==> config.mk <==
export PLATFORM = sky130hd
export DESIGN_NAME = uart_irq_ident
export DESIGN_NICKNAME = d
export VERILOG_FILES = /design/src/rtl/uart_irq_pkg.sv /design/src/rtl/uart_irq_rx_timeout.sv /design/src/rtl/uart_irq_modem_edge.sv /design/src/rtl/uart_irq_prio.sv /design/src/rtl/uart_irq_ident.sv
export SDC_FILE = /design/constraint.sdc
export NUM_CORES = 1
export LEC_CHECK = 0
export ABC_CLOCK_PERIOD_IN_PS = 4300
export BUFFER_PORTS_ARGS = -buffer_cell sky130_fd_sc_hd__buf_4
export CAP_MARGIN = 20
export CORE_MARGIN = 5
export CORE_UTILIZATION = 45
export CTS_BUF_LIST = sky130_fd_sc_hd__clkbuf_16
export CTS_CLUSTER_DIAMETER = 200
export DETAILED_ROUTE_END_ITERATION = 12
export PLACE_DENSITY_LB_ADDON = 0.1
export SYNTH_ARGS = -nofsm -noshare
export SYNTH_HDL_FRONTEND = slang
export SYNTH_HIERARCHICAL = 1
export SYNTH_SLANG_ARGS = --single-unit
==> constraint.sdc <==
create_clock -name clk_i -period 4.3 [get_ports clk_i]
set_input_delay 0 -clock clk_i [delete_from_list [all_inputs] [get_ports clk_i]]
set_output_delay 0 -clock clk_i [all_outputs]
set_load 0.01 [all_outputs]
==> src/rtl/uart_irq_pkg.sv <==
package uart_irq_pkg;
  typedef enum logic [3:0] {
    ID_NONE   = 4'b0001,
    ID_LINE   = 4'b0110,
    ID_RXDATA = 4'b0100,
    ID_RXTO   = 4'b1100,
    ID_TXLOW  = 4'b0010,
    ID_MODEM  = 4'b0000
  } id_code_e;

  typedef struct packed {
    logic modem;
    logic txlow;
    logic line;
    logic rxto;
    logic rxdata;
  } src_t;

  localparam int unsigned N_FLAGS = 3;  // line, txlow, modem
endpackage

==> src/rtl/uart_irq_rx_timeout.sv <==
module uart_irq_rx_timeout #(
  parameter int unsigned LVL_W    = 5,
  parameter int unsigned TO_CHARS = 4
) (
  input  logic             clk_i,
  input  logic             rst_ni,
  input  logic             fifo_en_i,
  input  logic [LVL_W-1:0] level_i,
  input  logic             push_i,
  input  logic             pop_i,
  input  logic             tick_i,
  output logic             to_o
);
  localparam int unsigned CW = $clog2(TO_CHARS + 1);

  logic [CW-1:0] cnt_q;
  logic          to_q;
  logic          idle_empty, restart, fire;

  assign idle_empty = !fifo_en_i || (level_i == '0);
  assign restart    = idle_empty || push_i || pop_i;
  assign fire       = !restart && tick_i && (cnt_q == CW'(TO_CHARS - 1));

  always_ff @(posedge clk_i or negedge rst_ni) begin
    if (!rst_ni)                                 cnt_q <= '0;
    else if (restart)                            cnt_q <= '0;
    else if (tick_i && cnt_q != CW'(TO_CHARS))   cnt_q <= cnt_q + 1'b1;
  end

  always_ff @(posedge clk_i or negedge rst_ni) begin
    if (!rst_ni)                     to_q <= 1'b0;
    else if (fire)                   to_q <= 1'b1;
    else if (pop_i || idle_empty)    to_q <= 1'b0;
  end

  assign to_o = to_q;
endmodule

==> src/rtl/uart_irq_modem_edge.sv <==
module uart_irq_modem_edge #(
  parameter int unsigned         N_LINES   = 4,
  parameter logic [N_LINES-1:0]  RISE_ONLY = 4'b1000
) (
  input  logic               clk_i,
  input  logic               rst_ni,
  input  logic [N_LINES-1:0] line_i,
  output logic               change_o
);
  logic [N_LINES-1:0] line_q, hit;

  always_ff @(posedge clk_i or negedge rst_ni) begin
    if (!rst_ni) line_q <= '0;
    else         line_q <= line_i;
  end

  for (genvar g = 0; g < N_LINES; g++) begin : g_line
    if (RISE_ONLY[g]) begin : g_rise
      assign hit[g] = line_i[g] & ~line_q[g];
    end else begin : g_any
      assign hit[g] = line_i[g] ^ line_q[g];
    end
  end

  assign change_o = |hit;
endmodule

==> src/rtl/uart_irq_prio.sv <==
module uart_irq_prio
  import uart_irq_pkg::*;
(
  input  src_t     pend_i,
  output id_code_e code_o
);
  always_comb begin
    if (pend_i.line)        code_o = ID_LINE;
    else if (pend_i.rxdata) code_o = ID_RXDATA;
    else if (pend_i.rxto)   code_o = ID_RXTO;
    else if (pend_i.txlow)  code_o = ID_TXLOW;
    else if (pend_i.modem)  code_o = ID_MODEM;
    else                    code_o = ID_NONE;
  end
endmodule

==> src/rtl/uart_irq_ident.sv <==
module uart_irq_ident
  import uart_irq_pkg::*;
#(
  parameter int unsigned LVL_W    = 5,
  parameter int unsigned TO_CHARS = 4
) (
  input  logic             clk_i,
  input  logic             rst_ni,
  input  logic             ext_mode_i,
  input  logic             fifo_en_i,
  input  logic [3:0]       ier_i,
  input  logic             overrun_i,
  input  logic             rx_push_err_i,
  input  logic             rx_head_err_i,
  input  logic             rx_push_i,
  input  logic [LVL_W-1:0] rx_level_i,
  input  logic [LVL_W-1:0] rx_thresh_i,
  input  logic             char_tick_i,
  input  logic [LVL_W-1:0] tx_level_i,
  input  logic [LVL_W-1:0] tx_thresh_i,
  input  logic             tx_empty_i,
  input  logic             cts_i,
  input  logic             dsr_i,
  input  logic             dcd_i,
  input  logic             ri_i,
  input  logic             rd_lsr_i,
  input  logic             rd_rxd_i,
  input  logic             rd_iir_i,
  input  logic             rd_msr_i,
  input  logic             wr_txd_i,
  output logic [7:0]       id_o,
  output logic             irq_o
);
  localparam int unsigned F_LINE  = 0;
  localparam int unsigned F_TX    = 1;
  localparam int unsigned F_MODEM = 2;

  logic                rx_cond, tx_cond, tx_cond_q;
  logic                to_q, ms_change;
  logic [N_FLAGS-1:0]  set_vec, clr_vec, flag_q;
  logic                ls_q, tx_q, ms_q;
  src_t                en_pend;
  id_code_e            code;

  assign rx_cond = fifo_en_i ? (rx_level_i >= rx_thresh_i && rx_level_i != '0)
                             : (rx_level_i != '0);
  assign tx_cond = fifo_en_i ? (tx_level_i < tx_thresh_i) : (tx_level_i == '0);

  // reset to 1: an idle transmitter raises no event until it refills and drains
  always_ff @(posedge clk_i or negedge rst_ni) begin
    if (!rst_ni) tx_cond_q <= 1'b1;
    else         tx_cond_q <= tx_cond;
  end

  uart_irq_rx_timeout #(.LVL_W(LVL_W), .TO_CHARS(TO_CHARS)) i_rx_timeout (
    .clk_i    (clk_i),
    .rst_ni   (rst_ni),
    .fifo_en_i(fifo_en_i),
    .level_i  (rx_level_i),
    .push_i   (rx_push_i),
    .pop_i    (rd_rxd_i),
    .tick_i   (char_tick_i),
    .to_o     (to_q)
  );

  uart_irq_modem_edge #(.N_LINES(4), .RISE_ONLY(4'b1000)) i_modem_edge (
    .clk_i   (clk_i),
    .rst_ni  (rst_ni),
    .line_i  ({ri_i, dcd_i, dsr_i, cts_i}),
    .change_o(ms_change)
  );

  assign set_vec[F_LINE]  = overrun_i | (fifo_en_i ? rx_head_err_i : rx_push_err_i);
  assign set_vec[F_TX]    = tx_cond & ~tx_cond_q;
  assign set_vec[F_MODEM] = ms_change;

  assign clr_vec[F_LINE]  = rd_lsr_i;
  assign clr_vec[F_TX]    = wr_txd_i | (rd_iir_i && code == ID_TXLOW);
  assign clr_vec[F_MODEM] = rd_msr_i;

  // a new event on the clear edge is kept
  for (genvar g = 0; g < N_FLAGS; g++) begin : g_flag
    always_ff @(posedge clk_i or negedge rst_ni) begin
      if (!rst_ni)         flag_q[g] <= 1'b0;
      else if (set_vec[g]) flag_q[g] <= 1'b1;
      else if (clr_vec[g]) flag_q[g] <= 1'b0;
    end
  end

  assign ls_q = flag_q[F_LINE];
  assign tx_q = flag_q[F_TX];
  assign ms_q = flag_q[F_MODEM];

  assign en_pend.line   = ls_q    & ier_i[2];
  assign en_pend.rxdata = rx_cond & ier_i[0];
  assign en_pend.rxto   = to_q    & ier_i[0];
  assign en_pend.txlow  = tx_q    & ier_i[1];
  assign en_pend.modem  = ms_q    & ier_i[3];

  uart_irq_prio i_prio (
    .pend_i(en_pend),
    .code_o(code)
  );

  always_comb begin
    if (ext_mode_i) id_o = {2'b00, tx_empty_i, 1'b0, ms_q, ls_q, tx_q, rx_cond | to_q};
    else            id_o = {{2{fifo_en_i}}, 2'b00, code};
  end

  assign irq_o = |en_pend;
endmodule

==> flow_metrics.py <==
metrics = {
    "logic_synthesis": {
        "ys_warn_count": 6,
        "synth_simple_gate_area_share_pct": 24.31,
        "syn_area_per_cell_sq_um": 8.651,
        "yosys.area_share.xor_xnor_pct": 3.491,
        "synth_compound_area_share_pct": 12.47,
        "synth.distinct_cells": 37,
        "ys_seq_elements": 12,
        "yosys.area_share.adder_pct": 14.96,
        "ys_seq_area_share_pct": 30.05,
        "synthMuxAreaShare_pct": 5.362,
        "synth.cell_area_sq_um": 1003,
        "synthCells": 116,
        "synth_top_family_by_area": "simple AND/OR/NAND/NOR gates",
        "syn_nets": 171,
    },
    "critical_path": {
        "crit_arrival_ns": 2.09,
        "cp-end-kind": "register",
        "path_buf_inv": 1,
        "cp_max_fo": 3,
        "crit_type": "in -> reg",
        "crit_path_max_incr_delay_ns": 0.36,
        "required_ns": 4.46,
        "cp_top_family": "compound AO/OA/AOI/OAI gates",
        "worstPathCellList": "buf_4, ha_1, a21oi_1, o21ai_0, o211ai_1, nor2_1, or3_4, nor3_2, and4b_1, o32a_1, o21ai_1",
        "cp-start-kind": "input port",
        "critPathSlowestCell": "or3_4",
    },
    "pwr": {
        "ir_drop_uv": 304.3,
        "internal-power_mw": 0.3069,
        "p_leak_nw": 0.7859,
        "power.switching_mw": 0.09471,
        "powerDensity_nw_per_um2": 257.8,
        "p_clk_share_pct": 42.0,
        "totalPowerFinal_mw": 0.4016,
        "swShare_pct": 23.58,
        "p_comb_share_pct": 27.5,
        "pwr-share-seq_pct": 30.6,
    },
    "timing": {
        "min_period_over_period_pct": 44.75,
        "clock_skew_ns": 0.0003697,
        "post-route-min-period_ns": 1.924,
        "finalHoldViolCount": 0,
        "setup_slack_ns": 2.376,
        "rsz0062_at_grt": "no",
        "tns_ns": 0,
        "finalSetupViolations": 0,
        "fmax_mhz": 519.7,
        "final_max_slew_viol_count": 0,
    },
    "floorplanning": {
        "design.core.area_sq_um": 2170,
        "dieArea_sq_um": 3274,
        "initial_core_util_pct": 46.25,
        "die_x_um": 57.22,
        "io_pins": 52,
        "num_rows": 17,
        "die_h_um": 57.22,
    },
    "clock_network": {
        "path_clk_slew_ns": 0.04,
        "cts_resized": 0,
        "clkLatencyLatePin_ns": 0.24,
        "tritoncts": "done",
        "post-cts-setup-buffers": 0,
        "cts.path.max_buffers": 2,
        "htreeDepth": 1,
        "clock_sinks": 12,
        "cts_made_buffers": 3,
        "cts-root-buf": "clkbuf_16",
    },
    "finish": {
        "n_antenna_cell": 0,
        "nFillCells": 180,
        "seq_area_sq_um": 301.5,
        "syn_to_final_growth_pct": 55.24,
        "final_cell_area_sq_um": 1558,
        "multi_input_area_sq_um": 611.8,
        "fin_nets": 232,
        "drive_above_1_share_pct": 37.50,
    },
    "routing": {
        "wl_um": 2384,
        "dr.pass1.iters": 5,
        "antenna_left": 0,
        "num_vias": 972,
        "remaining_drc_errors": 0,
        "drt-initial-drc-count": 12,
        "wire_per_inst_um": 11.69,
        "via_per_inst": 4.765,
    },
    "grt": {
        "grt_max_degree": 13,
        "grt_pass1_wl_um": 4222,
        "grt_overflow_total": 0,
        "grt.total_usage_pct": 15.90,
        "grt_pass1_vias": 1015,
        "grt_antenna_before_repair": 0,
    },
    "placed_design": {
        "place_area_sq_um": 1399,
        "hpwlAfterDp_um": 1919,
        "dpl_worst_slack_ns": 2.112,
        "port_buffers": 50,
        "gp_congestion": 0.7864,
    },
    "hold_path": {
        "hold_class": "in -> reg",
    },
    "job": {
        "drv_cap": 0,
    },
    "status": {
        "outcome": "finished, final reports clean",
    },
}
==> cell usage after synthesis <==
cell | number | area (sq um)
a21boi_0 | 1 | 7.510
a21o_1 | 1 | 7.510
a21o_2 | 1 | 8.760
a21oi_1 | 5 | 25.02
a31o_2 | 1 | 8.760
a31oi_1 | 2 | 12.51
and2_1 | 3 | 18.77
and2_4 | 1 | 8.760
and4b_1 | 1 | 10.01
buf_4 | 2 | 15.01
conb_1 | 1 | 3.750
dfrtp_1 | 11 | 275.3
dfstp_2 | 1 | 26.28
ha_1 | 12 | 150.1
inv_1 | 20 | 75.07
mux2_2 | 3 | 33.78
mux2i_1 | 2 | 20.02
nand2_1 | 9 | 33.78
nand2b_1 | 1 | 6.260
nand3b_1 | 2 | 15.01
nand4b_1 | 1 | 8.760
nor2_1 | 10 | 37.54
nor2_2 | 1 | 6.260
nor2b_1 | 3 | 18.77
nor3_2 | 1 | 10.01
nor3b_1 | 2 | 15.01
nor4_1 | 2 | 12.51
nor4b_1 | 1 | 8.760
o2111ai_1 | 1 | 8.760
o211ai_1 | 1 | 7.510
o21ai_0 | 3 | 15.01
o21ai_1 | 1 | 5.000
o21ai_2 | 1 | 8.760
o32a_1 | 1 | 10.01
or3_4 | 2 | 22.52
or4_4 | 1 | 11.26
xnor2_1 | 4 | 35.03
==> flip-flops by register name, indices dropped and copies added (netlist names) <==
register and cells:
i_modem_edge/line_q 4, i_rx_timeout/cnt_q 3, i_rx_timeout/to_o 1, ls_q 1
ms_q 1, tx_cond_q 1, tx_q 1
==> power groups by stage <==
stage	Combinational (mW)	Clock (mW)	Sequential [mW]
2_1_floorplan	0.0510	0	0.124
3_3_place_gp	0.102	0	0.124
3_5_place_dp	0.105	0	0.124
4_1_cts	0.111	0.177	0.123
5_1_grt	0.124	0.180	0.123
6_report	0.110	0.169	0.123
==> repair_timing <==
| action | CTS | global route |
|---|---|---|
| hold buffers | 8 | 0 |
| endpoints found under the setup margin | 0 | 0 |
| endpoints found under the hold margin | 18 | 0 |
==> kinds of logic (layout without fill, tap and decap cells) <==
family                     Yosys count  count (layout)
and+or+nand+nor                     41              41
buffers and inverters               22              82
AOI/OAI and AO/OA                   19              19
adders and majority gates           12              12
DFF                                 12              12
muxes                                5               5
xor gates and xnor gates             4               4
other                                1               1
==> final timing paths <==
check | depth (start not counted) | to | from | slack [ns]
worst max-delay path | 11 | tx_q | rx_level_i[2] | 2.38
worst min register to register | 1 | ms_q | ms_q | 0.50
min in group asynchronous | 2 | i_modem_edge/line_q[0] | rst_ni | 0.14
worst min-delay path | 4 | tx_cond_q | tx_level_i[0] | 0.006
max in group asynchronous | 2 | tx_cond_q | rst_ni | 3.93
worst max register to register | 6 | tx_q | ls_q | 2.55
==> worst reg2reg max path, delay by kind of cell, from the launching register on <==
family | cells | cell delay (ns)
simple gates | 4 | 0.94
flops | 1 | 0.38
compound gates | 2 | 0.35
==> layout make-up <==
cell class,instances,share of cell area [%]
Multi-Input combinational cell,82,39.28
Clock inverter,1,0.2410
Inverter,20,4.819
Tap cell,28,2.249
Timing Repair Buffer,58,29.24
Clock buffer,3,4.819
Sequential cell,12,19.36
==> layer usage <==
metal  track usage [%]  vias to the layer above  wire [um]
met5                 0                        -          0
met4             3.974                        0          0
met3             4.751                        0        175
met2             27.90                       24       1224
met1             18.92                      441        984
li1                  -                      507          -
==> metrics by stage <==
| step | utilization [%] | hold WS [ns] | instances |
|---|---|---|---|
| global placement | 64.48 | -0.1530 | 192 |
| CTS | 71.80 | 0.005912 | 204 |
| finish | 71.80 | 0.005804 | 204 |
| global route | 71.80 | 0.01910 | 204 |
| detailed placement | 64.48 | -0.1516 | 192 |
| floorplan | - | -0.2956 | 116 |
==> cells in the final DEF, fill, tap and decap left out, types with 2 or more instances in the layout <==
cell type,count
ha_1,12
or3_4,2
mux2_2,3
dlygate4sd3_1,8
a31oi_1,2
a21oi_1,5
dfrtp_1,11
mux2i_1,2
nand3b_1,2
nor4_1,2
nor2_1,10
buf_4,50
nor2b_1,3
and2_1,3
nand2_1,9
clkbuf_16,3
o21ai_0,3
inv_1,20
nor3b_1,2
xnor2_1,4
Note: power is estimated with default switching activity, not from simulation.
